<file path="src/rtl/erase_seq_pkg.sv">
package erase_seq_pkg;
  typedef enum logic [1:0] {
    SQ_IDLE = 2'd0,
    SQ_EVAL = 2'd1,
    SQ_WAIT = 2'd2,
    SQ_SKIP = 2'd3
  } seq_state_t;
endpackage

</file>
<file path="src/rtl/erase_unit_map.sv">
// Maps an erase-unit index to its first page and page count.
module erase_unit_map #(
  parameter int SUB0A_PAGES      = 8,
  parameter int PAGES_PER_SECTOR = 256,
  parameter int UW               = 6,
  parameter int PW               = 13,
  parameter int CW               = 9
) (
  input  logic [UW-1:0] unit,
  output logic [PW-1:0] base,
  output logic [CW-1:0] count
);
  always_comb begin
    if (unit == '0) begin
      base  = '0;
      count = CW'(SUB0A_PAGES);
    end else if (unit == UW'(1)) begin
      base  = PW'(SUB0A_PAGES);
      count = CW'(PAGES_PER_SECTOR - SUB0A_PAGES);
    end else begin
      base  = (PW'(unit) - PW'(1)) * PW'(PAGES_PER_SECTOR);
      count = CW'(PAGES_PER_SECTOR);
    end
  end
endmodule

</file>
<file path="src/rtl/erase_guard.sv">
// Merges protection and lockdown bits; indices past the last unit count as denied.
module erase_guard #(
  parameter int UNITS = 33,
  parameter int UW    = 6
) (
  input  logic [UW-1:0]    unit,
  input  logic [UNITS-1:0] prot_mask,
  input  logic [UNITS-1:0] lock_mask,
  output logic             blocked
);
  localparam int SLOTS = 1 << UW;
  logic [SLOTS-1:0] deny;

  always_comb begin
    deny              = '1;
    deny[UNITS-1:0]   = prot_mask | lock_mask;
  end

  assign blocked = deny[unit];
endmodule

</file>
<file path="src/rtl/erase_timer.sv">
// Down counter: load sets the count, expired is high once it reaches zero.
module erase_timer #(
  parameter int TW = 10
) (
  input  logic          clk,
  input  logic          rst,
  input  logic          load,
  input  logic [TW-1:0] load_val,
  output logic          expired
);
  logic [TW-1:0] cnt_q;

  always_ff @(posedge clk) begin
    if (rst)              cnt_q <= '0;
    else if (load)        cnt_q <= load_val;
    else if (cnt_q != '0) cnt_q <= cnt_q - TW'(1);
  end

  assign expired = (cnt_q == '0);
endmodule

</file>
<file path="src/rtl/erase_seq.sv">
module erase_seq
  import erase_seq_pkg::*;
#(
  parameter int N_SECTORS        = 32,
  parameter int SUB0A_PAGES      = 8,
  parameter int PAGES_PER_SECTOR = 256,
  parameter int ERASE_CYCLES     = 1000,
  parameter int SKIP_CYCLES      = 4
) (
  input  logic        clk,
  input  logic        rst,
  input  logic        req_valid,
  output logic        req_ready,
  input  logic        req_chip,
  input  logic [5:0]  req_unit,
  input  logic [32:0] prot_mask,
  input  logic [32:0] lock_mask,
  output logic        rdy_busy,
  output logic        status_busy,
  output logic        erase_stb,
  output logic [5:0]  erase_unit,
  output logic [12:0] erase_page,
  output logic [8:0]  erase_count
);
  localparam int UNITS       = N_SECTORS + 1;
  localparam int UW          = $clog2(UNITS);
  localparam int TOTAL_PAGES = N_SECTORS * PAGES_PER_SECTOR;
  localparam int PW          = $clog2(TOTAL_PAGES);
  localparam int CW          = $clog2(PAGES_PER_SECTOR + 1);
  localparam int TMAX        = (ERASE_CYCLES > SKIP_CYCLES) ? ERASE_CYCLES : SKIP_CYCLES;
  localparam int TW          = $clog2(TMAX + 1);

  seq_state_t    state_q;
  logic          chip_q;
  logic [UW-1:0] unit_q;
  logic          blocked;
  logic          expired;
  logic          last_unit;
  logic          take;

  assign take      = req_valid && (state_q == SQ_IDLE);
  assign last_unit = (unit_q == UW'(UNITS - 1));

  erase_guard #(.UNITS(UNITS), .UW(UW)) u_guard (
    .unit      (unit_q),
    .prot_mask (prot_mask),
    .lock_mask (lock_mask),
    .blocked   (blocked)
  );

  erase_timer #(.TW(TW)) u_timer (
    .clk      (clk),
    .rst      (rst),
    .load     (state_q == SQ_EVAL),
    .load_val (blocked ? TW'(SKIP_CYCLES - 1) : TW'(ERASE_CYCLES - 1)),
    .expired  (expired)
  );

  erase_unit_map #(
    .SUB0A_PAGES      (SUB0A_PAGES),
    .PAGES_PER_SECTOR (PAGES_PER_SECTOR),
    .UW               (UW),
    .PW               (PW),
    .CW               (CW)
  ) u_map (
    .unit  (unit_q),
    .base  (erase_page),
    .count (erase_count)
  );

  always_ff @(posedge clk) begin
    if (rst) begin
      state_q <= SQ_IDLE;
      chip_q  <= 1'b0;
      unit_q  <= '0;
    end else begin
      unique case (state_q)
        SQ_IDLE: if (take) begin
          state_q <= SQ_EVAL;
          chip_q  <= req_chip;
          unit_q  <= req_chip ? '0 : req_unit;
        end
        SQ_EVAL: begin
          if (!blocked)          state_q <= SQ_WAIT;
          else if (!chip_q)      state_q <= SQ_SKIP;
          else if (last_unit)    state_q <= SQ_IDLE;
          else                   unit_q  <= unit_q + UW'(1);
        end
        SQ_WAIT: if (expired) begin
          if (chip_q && !last_unit) begin
            unit_q  <= unit_q + UW'(1);
            state_q <= SQ_EVAL;
          end else begin
            state_q <= SQ_IDLE;
          end
        end
        SQ_SKIP: if (expired) state_q <= SQ_IDLE;
        default: state_q <= SQ_IDLE;
      endcase
    end
  end

  assign req_ready   = (state_q == SQ_IDLE);
  assign status_busy = (state_q != SQ_IDLE);
  assign rdy_busy    = ~status_busy;
  assign erase_stb   = (state_q == SQ_EVAL) && !blocked;
  assign erase_unit  = unit_q;
endmodule

</file>
<file path="config.mk">
export PLATFORM = sky130hd
export DESIGN_NAME = erase_seq
export DESIGN_NICKNAME = d
export VERILOG_FILES = /design/src/rtl/erase_seq_pkg.sv /design/src/rtl/erase_unit_map.sv /design/src/rtl/erase_guard.sv /design/src/rtl/erase_timer.sv /design/src/rtl/erase_seq.sv
export SDC_FILE = /design/constraint.sdc
export NUM_CORES = 1
export LEC_CHECK = 0
export BUFFER_PORTS_ARGS = -buffer_cell sky130_fd_sc_hd__buf_2
export CAP_MARGIN = 20
export CORE_AREA = 2 2 71 73
export CTS_CLUSTER_SIZE = 28
export DETAILED_ROUTE_END_ITERATION = 10
export DIE_AREA = 0 0 73 75
export MAX_ROUTING_LAYER = met4
export PLACE_DENSITY = 0.75
export SLEW_MARGIN = 20
export SYNTH_ARGS = -nofsm -noshare
export SYNTH_HDL_FRONTEND = slang
export SYNTH_SLANG_ARGS = --single-unit
</file>
<file path="constraint.sdc">
create_clock -name clk -period 2.4 [get_ports clk]
set_input_delay 0.12 -clock clk [delete_from_list [all_inputs] [get_ports clk]]
set_output_delay 0.12 -clock clk [all_outputs]
set_load 0.05 [all_outputs]
</file>
==> results.md <==
Detailed routing:
- The detailed router finished its first iteration with 156 violations.
- Summed over all layers, the routed wires come to 5830 µm.
- Dividing the detail-routed wire length by the instance count gives 14.3 µm.
- In the routed layout, each cell is associated on average with a via count of 5.40.
- The total via count in the routed design is 2,197.
- The remaining design rule violation count is 0.
- The count of nets left with antenna violations once routing finished came out at 0.
- Before antenna repair, the detailed router went through 4 iterations.

Setup path:
- Across all register-to-register paths, the minimum setup slack is -110 ps.
- The setup path with the least slack is of type flop to output pin.
- The capturing point of the worst reg2reg path is erase_unit[4].
- The worst path arrival time is 2450 ps.
- The critical path contains buffers and inverters numbering 2 combined.
- The endpoint required time on the critical path is 2280 ps.
- The largest individual stage delay along the critical path comes from the cell sky130_fd_sc_hd__or4_1.
- The category of the worst setup path capture point is an output pin.
- For the worst flop-to-flop path, the logic depth is 9.
- The number of cells on the critical path is 8.
- The start of the worst register-to-register path is erase_unit[0].
- The kind of cell adding the most delay to the critical path is simple AND/OR/NAND/NOR gates.
- The biggest cell delay along the critical path is 540 ps.
- The source of the critical timing path is erase_unit[0].
- Traced cell by cell, the critical path runs through or3_1, o311a_1, or4_1, o31a_1, and2_4, nand2b_4, clkinvlp_4, buf_8.
- Of all nets on the critical path, the largest fanout is 6.
- Following the worst setup path forward leads to its endpoint at erase_stb.
- The worst setup path is launched from a flop.

Floorplanning:
- The die is 73 µm wide.
- The area of the placeable core is 4660 µm².
- The floorplan has 25 rows.
- The floorplan die area is 5480 µm².
- For this configuration, the core starts out at a cell density of 39.2%.
- The number of ports placed on the die boundary is 108.
- The vertical die dimension is 75 µm.

Synth:
- The library cell with the largest summed area after synthesis is sky130_fd_sc_hd__dfxtp_1.
- Counting every instance in the synthesized netlist gives 246.
- Ranked by total cell area, the synthesized netlist is headed by sky130_fd_sc_hd__dfxtp_1 21%, sky130_fd_sc_hd__ha_1 6.8%, sky130_fd_sc_hd__nor2_1 6.8%.
- Dividing the synthesized area by the synthesized cell count gives 7.43 µm².
- The number of distinct standard cells referenced by the synthesized netlist is 53.
- The top cell type's share of synthesized area is 20.8%.
- The most used flip-flop cell after synthesis is sky130_fd_sc_hd__dfxtp_1.
- The sequential share of the synthesized area is 20.8%.
- Yosys mapped a number of flops with a built-in enable equal to 0.
- The synthesized area is 1830 µm².
- The fraction of synthesis flops using an asynchronous set or reset pin is 0%.
- The synthesized flop and latch total is 19.
- Yosys printed 0 warnings.

STA:
- The count of endpoints failing hold in the final timing report is 0.
- The highest clock rate is 390 MHz.
- The final period demand of the worst path is 2570 ps.
- Setup repair after global routing could not meet its margin everywhere.
- Across all setup checks in the final design, the least slack found is -167 ps.
- The final number of setup-violating endpoints is 7.
- The clock arrives with 2.30 ps of skew.
- The number of pins with negative max-slew slack in the final report is 0.
- In the finished design, the share of the clock period the worst path needs comes to 107%.

Min path:
- The kind of path behind the tightest hold check is input port to flop.

Clock tree:
- Buffers inserted during clock tree synthesis total 3.
- The maximum level of the CTS H-tree is 1.
- Clock-pin slew was measured on the worst setup and hold paths at 80 ps.
- The clock passes through at most 2 buffers.
- Clock latency on the worst-skew pair, taken at its later pin, is 260 ps.
- The number of clock sinks is 19.
- The number of hold-repair buffers added at the cts stage is 0.
- The clock root buffer is sky130_fd_sc_hd__clkbuf_8.
- TritonCTS built the clock tree.

Finish:
- The area growth from synthesis to layout is 42.2%.
- The share of post-route cells with drive strength above 1 is 43.9%.
- The number of diodes is 0.
- The core utilization of the finished layout is 55.7%.
- The number of fill cells in the layout is 425.
- The final cell count without fillers is 407.
- The final layout contains 440 nets.

Global route:
- After global routing the overflow that remains totals 0.
- The number of global-route vias before repair is 2,145.
- The wire length of the first global-routing pass is 9390 µm.
- The pin count of the biggest net entering global routing is 21.
- The total routing usage reported by global routing is 21.9%.
- The initial antenna violation count was 0.

Pwr:
- The analysis attributes to cell leakage a power of 1.26 nW.
- Summed over all nets, the switching power comes to 2.50 mW.
- In this run the power density over the cells is 1680 nW/µm².
- The power share of the combinational group is 80.4%.
- VDD sags by at most 0.00231 V.
- The clock network accounts for 5.3% of the total power.
- Cell internal power was estimated by the tool at 1.86 mW.
- The share of total power dissipated in sequential elements is 14.2%.
- The fraction of power spent switching nets is 57.4%.

Place:
- The HPWL after detailed placement is 4410 µm.
- In this run the tool buffered the top-level ports with 97 buffer cells.
- At the end of routability-driven placement, the weighted congestion stood at 0.944.
- The number of instances in the placed design is 400.

Outcome:
- The flow ran to the end, but the final reports show violations.
- The checks that failed: negative setup slack.

Job:
- The number of maximum-capacitance violations is 0.
[layout make-up]
class                           instances  area [µm²]  area share [%]
Inverter                               12        56.3            2.17
Clock inverter                          1        5.00           0.193
Clock buffer                            3        41.3            1.59
Multi-Input combinational cell        197        1360            52.3
Sequential cell                        19         390            15.0
Timing Repair Buffer                  121         679            26.2
Tap cell                               54        67.6            2.60
[power by group through the flow]
| stage | Combinational (mW) | Clock [mW] | Sequential (mW) |
|---|---|---|---|
| finish | 3.50 | 0.233 | 0.621 |
| CTS | 3.34 | 0.235 | 0.613 |
| detailed placement | 3.25 | 0 | 0.617 |
| floorplan | 2.40 | 0 | 0.706 |
| global placement | 3.21 | 0 | 0.610 |
| global route | 3.76 | 0.246 | 0.639 |
[layer usage]
layer	vias to the layer above	global-route usage [%]	wire [µm]
met1	1013	26.7	2580
met4	0	4.73	37
met2	109	39.1	2840
met3	4	2.01	377
met5	-	-	0
li1	1071	-	-
[cell usage after synthesis (all sizes together), types with 3 or more instances]
cell,instances
a21oi,17
a31oi,4
buf,20
clkbuf,7
dfxtp,19
ha,10
inv,12
mux4,3
nand2,18
nand2b,6
nand3,5
nor2,33
nor3,16
nor3b,6
nor4,4
o21ai,5
or2,6
xnor2,6
xor2,7
[stage by stage]
| stage | hold slack [ps] | setup TNS (ps) | power (mW) | setup slack (ps) | cell area, µm² |
|---|---|---|---|---|---|
| global placement | 404 | -21.3 | 3.82 | -21.3 | 2450 |
| global route | 161 | -975 | 4.64 | -200 | 2600 |
| CTS | 136 | -510 | 4.19 | -138 | 2520 |
| floorplan | 268 | -307 | 3.10 | -78.5 | 1910 |
| detailed placement | 413 | -296 | 3.86 | -128 | 2450 |
| finish | 137 | -609 | 4.36 | -167 | 2600 |
[what timing repair did]
action                     CTS  global route
pin swaps                    5             4
cloned                       0             1
hold endpoints to repair     0             0
buffers inserted             2             0
setup endpoints to repair   10             7
resized for setup            5            11
[registers in the layout, indices dropped and copies added (netlist names)]
name and flops:
u_timer.cnt_q 10, erase_unit 6, state_q 2, chip_q 1
[tightest hold or removal path, stage by stage]
cell	delay [ps]
sky130_fd_sc_hd__buf_2	120
sky130_fd_sc_hd__nand3_1	60
sky130_fd_sc_hd__a21oi_1	50
[logic make-up after synthesis]
logic type,count (synthesis),share of synthesized area [%]
AO/OA/AOI/OAI,51,19.1
XOR/XNOR,13,6.23
adder cells (fa/ha/maj),10,6.85
buffers and inverters,39,11.3
flip-flops,19,20.8
multiplexers,5,4.79
other,1,0.205
AND/OR/NAND/NOR,108,30.7
[worst min-delay path by stage]
stage / slack, ps / cells after the start / from / to
after floorplan: 270 / 2 / req_chip / chip_q
after global placement: 400 / 3 / req_valid / chip_q
after detailed placement: 410 / 3 / req_valid / chip_q
after CTS: 140 / 3 / req_valid / chip_q
after global routing: 160 / 3 / req_chip / chip_q
final: 140 / 3 / req_chip / chip_q
[layout by cell type, fill, tap and decap left out, types with 2 or more instances in the layout]
cell,count
sky130_fd_sc_hd__nor4_1,4
sky130_fd_sc_hd__a21oi_1,16
sky130_fd_sc_hd__ha_1,10
sky130_fd_sc_hd__inv_2,2
sky130_fd_sc_hd__buf_2,96
sky130_fd_sc_hd__a211oi_1,2
sky130_fd_sc_hd__o31a_1,2
sky130_fd_sc_hd__o21ai_0,5
sky130_fd_sc_hd__xor2_1,7
sky130_fd_sc_hd__nor2_1,33
sky130_fd_sc_hd__mux4_2,3
sky130_fd_sc_hd__xnor2_1,6
sky130_fd_sc_hd__inv_1,7
sky130_fd_sc_hd__dfxtp_4,2
sky130_fd_sc_hd__dfxtp_1,15
sky130_fd_sc_hd__nand3b_1,2
sky130_fd_sc_hd__nor3_1,14
sky130_fd_sc_hd__clkbuf_8,3
sky130_fd_sc_hd__nor3b_1,6
sky130_fd_sc_hd__conb_1,10
sky130_fd_sc_hd__a31oi_1,3
sky130_fd_sc_hd__or2_2,6
sky130_fd_sc_hd__o211ai_1,2
sky130_fd_sc_hd__nand2_1,18
sky130_fd_sc_hd__nor2b_1,2
sky130_fd_sc_hd__o21a_1,2
sky130_fd_sc_hd__or3_1,2
sky130_fd_sc_hd__buf_4,23
sky130_fd_sc_hd__nand2b_1,5
sky130_fd_sc_hd__nand3_1,5
sky130_fd_sc_hd__a221oi_1,2
sky130_fd_sc_hd__dfxtp_2,2
sky130_fd_sc_hd__mux2i_1,2
Power figures use the tool's default switching activity.
